File: src/rtl/tlc_pkg.sv
package tlc_pkg;

   typedef enum logic [1:0] {
      LVL_MEM = 2'd0,
      LVL_ONE = 2'd1,
      LVL_TWO = 2'd2
   } lvl_e;

   function automatic bit is_pow2(input int v);
      return (v > 0) && ((v & (v - 1)) == 0);
   endfunction

endpackage

File: src/rtl/tlc_blk_merge.sv
// Overlays one write word onto a block image and marks it written.
module tlc_blk_merge #(
   parameter int WORDS  = 4,
   parameter int DATA_W = 16,
   parameter int OFF_W  = $clog2(WORDS)
) (
   input  logic [WORDS*DATA_W-1:0] src_data,
   input  logic [WORDS-1:0]        src_wr,
   input  logic                    wr_en,
   input  logic [OFF_W-1:0]        wr_off,
   input  logic [DATA_W-1:0]       wr_data,
   output logic [WORDS*DATA_W-1:0] dst_data,
   output logic [WORDS-1:0]        dst_wr
);

   for (genvar w = 0; w < WORDS; w++) begin : g_word
      logic sel;
      assign sel = wr_en && (wr_off == OFF_W'(w));
      assign dst_data[w*DATA_W +: DATA_W] = sel ? wr_data : src_data[w*DATA_W +: DATA_W];
      assign dst_wr[w] = sel | src_wr[w];
   end

endmodule

File: src/rtl/tlc_level.sv
// One two-way set-associative cache level with a single recency bit per set.
module tlc_level #(
   parameter int BLK_W  = 14,
   parameter int SETS   = 4,
   parameter int WAYS   = 2,
   parameter int WORDS  = 4,
   parameter int DATA_W = 16
) (
   input  logic                    clk,
   input  logic                    rst_n,
   input  logic [BLK_W-1:0]        lk_blk,
   output logic                    hit,
   output logic                    hit_way,
   output logic [WORDS*DATA_W-1:0] hit_data,
   output logic [WORDS-1:0]        hit_wr,
   output logic                    vic_way,
   output logic                    vic_valid,
   output logic [BLK_W-1:0]        vic_blk,
   input  logic                    touch_en,
   input  logic                    touch_way,
   input  logic                    upd_en,
   input  logic                    upd_way,
   input  logic [WORDS*DATA_W-1:0] upd_data,
   input  logic [WORDS-1:0]        upd_wr,
   input  logic                    inv_en,
   input  logic [BLK_W-1:0]        inv_blk
);

   localparam int SET_W  = $clog2(SETS);
   localparam int TAG_W  = BLK_W - SET_W;
   localparam int LINE_W = WORDS * DATA_W;

   if (WAYS != 2) begin : g_bad_ways
      $error("tlc_level: recency uses one bit per set, WAYS must be 2");
   end
   if (!tlc_pkg::is_pow2(SETS) || SETS < 2) begin : g_bad_sets
      $error("tlc_level: SETS must be a power of two of at least 2");
   end
   if (TAG_W < 1) begin : g_bad_tag
      $error("tlc_level: block number too narrow for SETS");
   end

   logic [TAG_W-1:0]  tag_q  [SETS][WAYS];
   logic              vld_q  [SETS][WAYS];
   logic [LINE_W-1:0] data_q [SETS][WAYS];
   logic [WORDS-1:0]  wr_q   [SETS][WAYS];
   logic              lru_q  [SETS];   // way to replace next

   logic [SET_W-1:0] lk_set, inv_set;
   logic [TAG_W-1:0] lk_tag, inv_tag;
   logic [WAYS-1:0]  way_hit, inv_hit;

   assign lk_set  = lk_blk[SET_W-1:0];
   assign lk_tag  = lk_blk[BLK_W-1:SET_W];
   assign inv_set = inv_blk[SET_W-1:0];
   assign inv_tag = inv_blk[BLK_W-1:SET_W];

   for (genvar w = 0; w < WAYS; w++) begin : g_cmp
      assign way_hit[w] = vld_q[lk_set][w] && (tag_q[lk_set][w] == lk_tag);
      assign inv_hit[w] = vld_q[inv_set][w] && (tag_q[inv_set][w] == inv_tag);
   end

   assign hit      = |way_hit;
   assign hit_way  = way_hit[1];
   assign hit_data = data_q[lk_set][hit_way];
   assign hit_wr   = wr_q[lk_set][hit_way];

   always_comb begin
      if (!vld_q[lk_set][0])      vic_way = 1'b0;
      else if (!vld_q[lk_set][1]) vic_way = 1'b1;
      else                        vic_way = lru_q[lk_set];
   end
   assign vic_valid = vld_q[lk_set][vic_way];
   assign vic_blk   = {tag_q[lk_set][vic_way], lk_set};

   // Valid and recency state: reset, invalidate, then install or touch.
   always_ff @(posedge clk) begin
      if (!rst_n) begin
         for (int s = 0; s < SETS; s++) begin
            lru_q[s] <= 1'b0;
            for (int w = 0; w < WAYS; w++) vld_q[s][w] <= 1'b0;
         end
      end else begin
         if (inv_en) begin
            for (int w = 0; w < WAYS; w++)
               if (inv_hit[w]) vld_q[inv_set][w] <= 1'b0;
         end
         if (upd_en) begin
            vld_q[lk_set][upd_way] <= 1'b1;
            lru_q[lk_set]          <= ~upd_way;
         end else if (touch_en) begin
            lru_q[lk_set] <= ~touch_way;
         end
      end
   end

   // Tag and payload arrays need no reset: they are qualified by vld_q.
   always_ff @(posedge clk) begin
      if (upd_en) begin
         tag_q[lk_set][upd_way]  <= lk_tag;
         data_q[lk_set][upd_way] <= upd_data;
         wr_q[lk_set][upd_way]   <= upd_wr;
      end
   end

   // a block never occupies both ways of its set
   a_r10_unique_ways : assert property (@(posedge clk) disable iff (!rst_n)
      !(vld_q[lk_set][0] && vld_q[lk_set][1] && (tag_q[lk_set][0] == tag_q[lk_set][1])));

   // an install lands on a way that is invalid or on the recorded replacement way
   a_r10_install_way : assert property (@(posedge clk) disable iff (!rst_n)
      (upd_en && !hit) |-> (!vld_q[lk_set][upd_way] ||
                            (vld_q[lk_set][0] && vld_q[lk_set][1] && upd_way == lru_q[lk_set])));

endmodule

File: src/rtl/tlc_cache.sv
// Two-level inclusive write-through cache, one request per cycle, one-cycle response.
module tlc_cache import tlc_pkg::*; #(
   parameter int ADDR_W  = 16,
   parameter int DATA_W  = 16,
   parameter int WORDS   = 4,
   parameter int L1_SETS = 4,
   parameter int L2_SETS = 16,
   parameter int WAYS    = 2
) (
   input  logic                                  clk,
   input  logic                                  rst_n,
   input  logic                                  req_valid,
   input  logic                                  req_we,
   input  logic [ADDR_W-1:0]                     req_addr,
   input  logic [DATA_W-1:0]                     req_wdata,
   output logic                                  rsp_valid,
   output logic [1:0]                            rsp_level,
   output logic [DATA_W-1:0]                     rsp_rdata,
   output logic                                  rsp_empty,
   output logic [ADDR_W-$clog2(WORDS)-1:0]       mem_blk_addr,
   input  logic [WORDS*DATA_W-1:0]               mem_blk_data,
   input  logic [WORDS-1:0]                      mem_blk_wr,
   output logic                                  mem_we,
   output logic [ADDR_W-1:0]                     mem_waddr,
   output logic [DATA_W-1:0]                     mem_wdata
);

   localparam int OFF_W  = $clog2(WORDS);
   localparam int BLK_W  = ADDR_W - OFF_W;
   localparam int LINE_W = WORDS * DATA_W;

   if (!is_pow2(WORDS) || WORDS < 2) begin : g_bad_words
      $error("tlc_cache: WORDS must be a power of two of at least 2");
   end
   if (BLK_W <= $clog2(L2_SETS) || BLK_W <= $clog2(L1_SETS)) begin : g_bad_addr
      $error("tlc_cache: address too narrow for the set counts");
   end

   logic [OFF_W-1:0] off;
   logic [BLK_W-1:0] blk;
   assign off = req_addr[OFF_W-1:0];
   assign blk = req_addr[ADDR_W-1:OFF_W];

   // Level lookup results
   logic              l1_hit, l1_hway, l1_vway, l1_vvalid;
   logic              l2_hit, l2_hway, l2_vway, l2_vvalid;
   logic [LINE_W-1:0] l1_hdata, l2_hdata;
   logic [WORDS-1:0]  l1_hwr, l2_hwr;
   logic [BLK_W-1:0]  l1_vblk, l2_vblk;

   // Block images
   logic [LINE_W-1:0] l2_src_data, l1_src_data, l2_new_data, l1_new_data;
   logic [WORDS-1:0]  l2_src_wr, l1_src_wr, l2_new_wr, l1_new_wr;

   // Level-2 image comes from level 2 on a hit, else from backing memory;
   // level-1 image comes from level 1 on a hit, else from the level-2 image.
   assign l2_src_data = l2_hit ? l2_hdata : mem_blk_data;
   assign l2_src_wr   = l2_hit ? l2_hwr   : mem_blk_wr;
   assign l1_src_data = l1_hit ? l1_hdata : l2_src_data;
   assign l1_src_wr   = l1_hit ? l1_hwr   : l2_src_wr;

   tlc_blk_merge #(.WORDS(WORDS), .DATA_W(DATA_W), .OFF_W(OFF_W)) u_merge_l2 (
      .src_data (l2_src_data),
      .src_wr   (l2_src_wr),
      .wr_en    (req_we),
      .wr_off   (off),
      .wr_data  (req_wdata),
      .dst_data (l2_new_data),
      .dst_wr   (l2_new_wr)
   );

   tlc_blk_merge #(.WORDS(WORDS), .DATA_W(DATA_W), .OFF_W(OFF_W)) u_merge_l1 (
      .src_data (l1_src_data),
      .src_wr   (l1_src_wr),
      .wr_en    (req_we),
      .wr_off   (off),
      .wr_data  (req_wdata),
      .dst_data (l1_new_data),
      .dst_wr   (l1_new_wr)
   );

   // Control: a level-1 read hit only refreshes level-1 recency; every other
   // access rewrites the block in both levels (data or recency).
   logic l1_touch, do_upd, l1_uway, l2_uway, inv_l1;
   assign l1_touch = req_valid && !req_we && l1_hit;
   assign do_upd   = req_valid && (req_we || !l1_hit);
   assign l1_uway  = l1_hit ? l1_hway : l1_vway;
   assign l2_uway  = l2_hit ? l2_hway : l2_vway;
   assign inv_l1   = do_upd && !l2_hit && l2_vvalid;

   tlc_level #(.BLK_W(BLK_W), .SETS(L1_SETS), .WAYS(WAYS), .WORDS(WORDS), .DATA_W(DATA_W)) u_l1 (
      .clk       (clk),
      .rst_n     (rst_n),
      .lk_blk    (blk),
      .hit       (l1_hit),
      .hit_way   (l1_hway),
      .hit_data  (l1_hdata),
      .hit_wr    (l1_hwr),
      .vic_way   (l1_vway),
      .vic_valid (l1_vvalid),
      .vic_blk   (l1_vblk),
      .touch_en  (l1_touch),
      .touch_way (l1_hway),
      .upd_en    (do_upd),
      .upd_way   (l1_uway),
      .upd_data  (l1_new_data),
      .upd_wr    (l1_new_wr),
      .inv_en    (inv_l1),
      .inv_blk   (l2_vblk)
   );

   tlc_level #(.BLK_W(BLK_W), .SETS(L2_SETS), .WAYS(WAYS), .WORDS(WORDS), .DATA_W(DATA_W)) u_l2 (
      .clk       (clk),
      .rst_n     (rst_n),
      .lk_blk    (blk),
      .hit       (l2_hit),
      .hit_way   (l2_hway),
      .hit_data  (l2_hdata),
      .hit_wr    (l2_hwr),
      .vic_way   (l2_vway),
      .vic_valid (l2_vvalid),
      .vic_blk   (l2_vblk),
      .touch_en  (1'b0),
      .touch_way (1'b0),
      .upd_en    (do_upd),
      .upd_way   (l2_uway),
      .upd_data  (l2_new_data),
      .upd_wr    (l2_new_wr),
      .inv_en    (1'b0),
      .inv_blk   ({BLK_W{1'b0}})
   );

   // Response
   lvl_e             lvl_d;
   logic [DATA_W-1:0] word_d;
   logic             empty_d;

   always_comb begin
      if (l1_hit)      lvl_d = LVL_ONE;
      else if (l2_hit) lvl_d = LVL_TWO;
      else             lvl_d = LVL_MEM;
      word_d  = req_we ? req_wdata : l1_src_data[int'(off)*DATA_W +: DATA_W];
      empty_d = !req_we && !l1_src_wr[off];
   end

   always_ff @(posedge clk) begin
      if (!rst_n) begin
         rsp_valid <= 1'b0;
         rsp_level <= 2'd0;
         rsp_rdata <= '0;
         rsp_empty <= 1'b0;
      end else begin
         rsp_valid <= req_valid;
         if (req_valid) begin
            rsp_level <= lvl_d;
            rsp_rdata <= word_d;
            rsp_empty <= empty_d;
         end
      end
   end

   // Backing memory port
   assign mem_blk_addr = blk;
   assign mem_we       = req_valid && req_we;
   assign mem_waddr    = req_addr;
   assign mem_wdata    = req_wdata;

   // a level-1 hit always coincides with a level-2 hit
   a_r9_inclusion : assert property (@(posedge clk) disable iff (!rst_n)
      l1_hit |-> l2_hit);

   // one response per request, exactly one cycle later
   a_r2_rsp_follows : assert property (@(posedge clk) disable iff (!rst_n)
      req_valid |=> rsp_valid);
   a_r2_rsp_idle : assert property (@(posedge clk) disable iff (!rst_n)
      !req_valid |=> !rsp_valid);

   // a level-1 lookup hit is reported as level 1
   a_r3_l1_code : assert property (@(posedge clk) disable iff (!rst_n)
      (req_valid && l1_hit) |=> (rsp_level == 2'd1));

   // write responses never report an empty word
   a_r6_write_full : assert property (@(posedge clk) disable iff (!rst_n)
      (req_valid && req_we) |=> !rsp_empty);

   // an eviction that needs a level-1 purge never coincides with a level-1 hit
   a_r9_purge_miss : assert property (@(posedge clk) disable iff (!rst_n)
      inv_l1 |-> !l1_hit);

endmodule

File: config.mk
export PLATFORM = sky130hd
export DESIGN_NAME = tlc_cache
export DESIGN_NICKNAME = d
export VERILOG_FILES = /design/src/rtl/tlc_pkg.sv /design/src/rtl/tlc_blk_merge.sv /design/src/rtl/tlc_level.sv /design/src/rtl/tlc_cache.sv
export SDC_FILE = /design/constraint.sdc
export NUM_CORES = 2
export LEC_CHECK = 0
export ABC_AREA = 1
export ABC_CLOCK_PERIOD_IN_PS = 9400
export BUFFER_PORTS_ARGS = -buffer_cell sky130_fd_sc_hd__buf_4
export CORE_ASPECT_RATIO = 0.6
export CORE_UTILIZATION = 43
export DETAILED_ROUTE_END_ITERATION = 8
export SLEW_MARGIN = 5
export SYNTH_ARGS = -nofsm -noshare
export SYNTH_HDL_FRONTEND = slang
export SYNTH_HIERARCHICAL = 1
export SYNTH_SLANG_ARGS = --single-unit
File: constraint.sdc
create_clock -name clk -period 9.4 [get_ports clk]
set_input_delay 1.41 -clock clk [delete_from_list [all_inputs] [get_ports clk]]
set_output_delay 1.41 -clock clk [all_outputs]
set_load 0.02 [all_outputs]
---- Word-level counts from Yosys, hierarchy flattened ----
Memory sizes are Yosys's and may differ from the RTL's.
Index checks and enable logic that the tools add are counted.
storage, ports and cells
  output and inout bits ................... 67
  logic and storage cells ................. 178
  bits in registers ....................... 20
  memory bits (writable) .................. 3,196
  memories ................................ 10
  bits of input ports ..................... 104
memories
  name             words  width  rd ports  clocked after Yosys merged registers in  wr ports  RTL line         source
  u_l2.data_q      16     128    1         0                                        1         tlc_level.sv:45  logic [LINE_W-1:0] data_q [SETS][WAYS];
  u_l1.data_q      4      128    1         0                                        1         tlc_level.sv:45
  u_l2.tag_q       16     20     1         0                                        1         tlc_level.sv:43  logic [TAG_W-1:0] tag_q [SETS][WAYS];
  u_l2.wr_q        16     8      1         0                                        1         tlc_level.sv:46  logic [WORDS-1:0] wr_q [SETS][WAYS];
  u_l1.tag_q       4      24     1         0                                        1         tlc_level.sv:43
  u_l1.wr_q        4      8      1         0                                        1         tlc_level.sv:46
  4 more memories  -      -      -         -                                        -         -
operators by class
  equality and inequality tests ........... 9
  shifts and indexed selects .............. 1
  magnitude comparators ................... 8
  reductions and logical operators ........ 31
  bitwise logic cells ..................... 19
  multiplexer cells ....................... 96
operators by type and width
  cell                number
  $mux 64             10
  $mux 128            2
  $mux 16             9
  $demux 64 s1        2
  $shiftx 64x7->16    1
  $eq 12x12->1        4
  $mux 4              12
  $mux 10             4
  $mux 1              35
  $mux 24             1
  $eq 10x10->1        2
  $mux 2              10
  $mux 20             1
  $logic_and 1x1->1   19
  $mux 8              2
  $demux 12 s1        1
  $mux 12             1
  $or 1x1->1          11
  $demux 10 s1        1
  $ge 2x2->1 const B  5
  $not 1->2           5
  $demux 4 s1         2
  $reduce_or 2->1     4
  $eq 2x2->1 const B  2
  other kinds (10)    18

---- Logic depth before layout (Yosys ltp) ----
An unclocked memory read counts as a cell.
  word-level depth ........................ 16
  gate-level depth with buffers ........... 34
  depth with buffers taken out ............ 27

---- Modules after synthesis ----
Netlist, hierarchy kept.
by module, submodules not included
  module             seq. area each (um^2)  area each (um^2)  instances  cells an instance
  tlc_level at u_l2  75,912.8               100,000.9         1          7,243
  tlc_level at u_l1  19,468.7               26,362.8          1          2,115
  tlc_cache          400.4                  4,076.4           1          766
  tlc_blk_merge      0.0                    1,163.6           2          230

---- Worst setup path before layout ----
OpenSTA, ideal clock, no wires.
  kind .................................... input to register
  start point ............................. input req_addr[2]
  end point ............................... memory u_l2/data_q[15][100] (netlist name) (enable)
  library setup time ...................... 514 ps
  data required time ...................... 8,886 ps
  setup slack ............................. 1,638 ps
  stages on the path ...................... 27
  data arrival time ....................... 7,248 ps
  buffers on the path ..................... 8
  cells stage by stage .................... buf_6 nand2_4 inv_2 buf_6 buf_4 buf_6 buf_2 a22oi_1 nand2_1 nand2_1 nand2_1 nor2_1 nor2_1 nor2_1 nand2_1 nor2_1 nand3_1 nand2_1 buf_4 clkinv_2 buf_2 nand2_1 nand2_1 inv_1 nand2_1 clkbuf_1 nor2_1
on the way
  cells in the longest elaborated chain, start to end .. 11
  elaborated cells between the ends (all ways) .. 29
  those cells by class .................... order compare: 2; eq/ne: 4; mux: 7; bitwise: 1; reduce/logical: 10; memory: 5
ends and longest elaborated chain
  item                                                                   RTL line          source
  from (decl)                                                            tlc_cache.sv:14   input logic [ADDR_W-1:0] req_addr,
  $mem_v2 16x20                                                          -
  $eq 10x10->1                                                           tlc_level.sv:59   assign way_hit[w] = vld_q[lk_set][w] && (tag_q[lk_set][w] == lk_tag);
  $logic_and 1x1->1                                                      tlc_level.sv:59
  $reduce_or 2->1 (*)                                                    tlc_level.sv:63   assign hit = |way_hit;
  named net l2_hit                                                       tlc_cache.sv:46   logic l2_hit, l2_hway, l2_vway, l2_vvalid;
  $mux 1 (*)                                                             tlc_cache.sv:88   assign l2_uway = l2_hit ? l2_hway : l2_vway;
  named net l2_uway                                                      tlc_cache.sv:84   logic l1_touch, do_upd, l1_uway, l2_uway, inv_l1;
  $not 1->2 (not written as such) (*)                                    tlc_level.sv:101  data_q[lk_set][upd_way] <= upd_data;
  $ge 2x2->1 (not written as such) / $lt 2x1->1 (equally long branches)  tlc_level.sv:101
  $logic_and 1x1->1 (not written as such)                                tlc_level.sv:101
  $mux 64 (not written as such)                                          tlc_level.sv:101
  $demux 64 s1 (*)                                                       tlc_level.sv:101
  $mux 128 (not written as such) (*)                                     tlc_level.sv:101
  to (decl)                                                              tlc_level.sv:45
Mark *: on every way through the listed nets, which the timed path passes. The rest lies on a longest branch.

---- Worst setup path after layout ----
  start point ............................. input req_addr[3]
  end point ............................... memory u_l2/data_q[2][26] (netlist name) (enable)
Same word-level chain as after synthesis.

==> impl.org <==
** Timing
- In the finished design, the share of the clock period the worst path needs comes to 0.7661.
- Slew of the pin with the lowest slew margin :: 1.686 ns
- Subtracting the final worst setup slack from the clock period gives 7.201 ns.
- The final number of max-transition violations is 2.
- Max Clock Freq :: 138.9 MHz
- Measured against its own limit, the worst slew margin works out to -0.1344.
- After routing, the total negative slack on setup checks comes to 0 ns.
- Unrepaired setup endpoints after global routing :: false
- Setup violations remaining at the end of the flow were counted as 0.
- Hold violation count in the final report :: 0
- The clock arrives with 0.09315 ns of skew.

** Setup path
- In this run the worst path has a maximum fanout of 70.
- Signal arrival time at the worst endpoint :: 7.72 ns
- Tracing the worst setup path back leads to its startpoint at req_addr[3].
- Worst setup SP type :: input port
- In this design, the largest share of critical-path delay is due to simple AND/OR/NAND/NOR gates.
- Kind of critical path :: input port to flip-flop
- Data on the critical path is required at its endpoint by 9.92 ns.
- Worst path buffer plus inverter count :: 7
- The worst setup path is captured at a flip-flop.
- Traced cell by cell, the critical path runs through buf_4 -> inv_4 -> nor2_4 -> buf_4 -> a22oi_1 -> nand2_1 -> nand2_1 -> nand2_1 -> nor2_1 -> nand2_1 -> nand2_1 -> inv_1 -> nand2_1 -> nor2_1 -> nand3_1 -> nand2_4 -> buf_12 -> nand2_1 -> nand2_1 -> nand2_1 -> buf_4 -> nor2_4 -> buf_12.
- Max stage delay on crit path :: 1.01 ns
- R2r worst-path depth :: 16
- The most critical setup path has its endpoint at u_l2/data_q[2][26].
- The setup check on the worst reg-to-reg path leaves a slack of 4.23 ns.
- In this run the critical register-to-register path is launched from u_l2/tag_q[9][18].
- Endpoint of the worst register-to-register path :: u_l2/data_q[2][26]
- The most numerous cell type found on the critical path is sky130_fd_sc_hd__nand2_1.
- Number of cells on the critical path :: 23
- Worst-path cell with the longest stage delay :: sky130_fd_sc_hd__nor2_4

** Detailed routing
- Once detail routing completed, the nets flagged for antenna violations numbered 0.
- Drt wl/cell :: 30.35 um
- The final layout contains routed wiring with a total length of 451700 um.
- TritonRoute pass-1 iters :: 7
- The detailed router placed 93410 vias in this run.
- Drc violations :: 0
- For this block, the initial DRC count from the detailed router was 14940.
- In the routed layout, each cell is associated on average with a via count of 6.276.

** Clock network
- Clock root buffer master :: sky130_fd_sc_hd__clkbuf_16
- Number of buffers created by CTS :: 292
- TritonCTS clock tree :: done
- # resized after CTS :: 0
- In this run the deepest clock path goes through 4 buffers.
- Clock-pin slew was measured on the worst setup and hold paths at 0.06 ns.
- At the later pin of the worst-skew pair, clock insertion delay measures 0.92 ns.
- Number of buffers inserted by hold repair at cts :: 0
- Clk sink count :: 3216
- The H-tree was split into 5 levels.
- Post-CTS timing repair inserted 0 buffers for setup.

** Status
- Status :: complete, but fails checks
- Violated checks :: max-capacitance violations, max-slew violations

** GRT
- Across every metal layer, demand over resource in global routing totals 0.2800.
- Entering global routing, the biggest net connects 177 pins.
- Global-route wire length before repair :: 635300 um
- The number of global-route vias before repair is 85530.
- Initial antenna violation count :: 18
- The total overflow left after global routing is 0.

** Floorplanning
- Count of pins on the block boundary :: 171
- Starting utilization of the core area :: 0.4336
- Area inside the core boundary :: 305900 um^2
- The floorplan step defined a die boundary enclosing 310700 um^2.
- Floorplan die width :: 718.9 um
- Floorplan die height :: 432.2 um
- Core Rows :: 157

** Flow run
- Count of maximum capacitance violations :: 1

** Finish
- Fraction of layout instances using a drive strength above 1 :: 0.08778
- Count of filler cells inserted in the layout :: 26380
- Layout overhead on the synthesized area :: 11.54%
- Net total in the final layout :: 10710

** Logic synthesis
- Yosys warning total :: 6
- The mapped netlist covers 132600 um^2.
- After technology mapping, the gate count stands at 10540.
- After synthesis, the mean cell area works out to 12.58 um^2.

** Placement
- Port buffering added 170 buffers.
- Final HPWL from detailed placement :: 254400 um
- At the end of routability-driven placement, the weighted congestion stood at 0.9296.

** Pwr
- Dividing total power by cell area gives a power density of 204.4 nW/um^2.
- Post-layout power :: 30.23 mW
- Leakage power of the design :: 52.29 nW
- IR Drop Worst-Case VDD :: 174.3 uV

** Worst hold path
- The worst hold path belongs to the class flip-flop to flip-flop.
layer usage:
metal / global-route usage / share of wire
met5: 0.002003 / 0.00045
met3: 0.06363 / 0.13
met1: 0.4252 / 0.41
met4: 0.09291 / 0.037
met2: 0.3952 / 0.42
power by group:
| part | internal (mW) | leakage (nW) | switching [mW] |
|---|---|---|---|
| Clock | 6.45 | 4.42 | 5.38 |
| Combinational | 0.531 | 18.8 | 1.79 |
| Sequential | 16.0 | 29.0 | 0.0560 |
worst min-delay path, delay by kind of cell, from the launching register on:
kind / cells / cell delay, ns
AO/OA/AOI/OAI: 1 / 0.06
flip-flops: 1 / 0.31
AND/OR/NAND/NOR: 1 / 0.05
stage by stage:
step	hold WS [ns]	setup slack, ns	instances	area (um^2)	util
5_1_grt	0.4998	2.149	14880	147900	0.4835
3_5_place_dp	0.4616	1.606	14370	138800	0.4537
2_1_floorplan	0.4357	1.638	10580	132800	-
6_report	0.4681	2.199	14880	147900	0.4836
3_3_place_gp	0.4535	1.565	14370	138800	0.4537
4_1_cts	0.4707	2.511	14880	147900	0.4835
cell usage in the layout, fill, tap and decap left out, types with 42 or more instances in the layout:
cell / instances
sky130_fd_sc_hd__a21oi_1: 507
sky130_fd_sc_hd__a22oi_1: 1448
sky130_fd_sc_hd__and2_1: 68
sky130_fd_sc_hd__buf_12: 72
sky130_fd_sc_hd__buf_4: 354
sky130_fd_sc_hd__clkbuf_1: 55
sky130_fd_sc_hd__clkbuf_16: 299
sky130_fd_sc_hd__clkinv_1: 69
sky130_fd_sc_hd__conb_1: 42
sky130_fd_sc_hd__dfxtp_1: 79
sky130_fd_sc_hd__edfxtp_1: 3137
sky130_fd_sc_hd__inv_1: 297
sky130_fd_sc_hd__nand2_1: 2956
sky130_fd_sc_hd__nand3_1: 446
sky130_fd_sc_hd__nand4_1: 133
sky130_fd_sc_hd__nor2_1: 201
sky130_fd_sc_hd__nor2_4: 54
sky130_fd_sc_hd__nor4_1: 67
sky130_fd_sc_hd__o21ai_0: 165
sky130_fd_sc_hd__or2_1: 77
sky130_fd_sc_hd__or3_1: 49
registers in the layout (all words and copies together), names as in the netlist, 8 cells and up:
signal,count
u_l2/wr_q,128
u_l2/data_q,2048
u_l2/lru_q,16
u_l1/tag_q,96
rsp_rdata,16
u_l1/wr_q,32
u_l1/data_q,512
u_l2/tag_q,320
u_l1/vld_q,8
u_l2/vld_q,32
worst min-delay path by stage:
stage             startpoint            end  depth (start not counted)
6_report       u_l1/lru_q[1]  u_l1/lru_q[1]                          2
5_1_grt        u_l1/lru_q[1]  u_l1/lru_q[1]                          2
4_1_cts        u_l1/lru_q[1]  u_l1/lru_q[1]                          2
3_5_place_dp   u_l1/lru_q[1]  u_l1/lru_q[1]                          2
3_3_place_gp   u_l1/lru_q[1]  u_l1/lru_q[1]                          2
2_1_floorplan  u_l1/lru_q[1]  u_l1/lru_q[1]                          2
layout make-up:
class,count,area [um^2],area share
Antenna cell,7,17.52,0.0001184
Clock buffer,357,7730,0.05226
Clock inverter,151,1355,0.009162
Inverter,322,1247,0.008434
Multi-Input combinational cell,6349,32590,0.2203
Sequential cell,3216,95780,0.6476
Tap cell,4054,5072,0.03429
Timing Repair Buffer,427,4110,0.02779
Note: power is estimated with default switching activity, not from simulation.
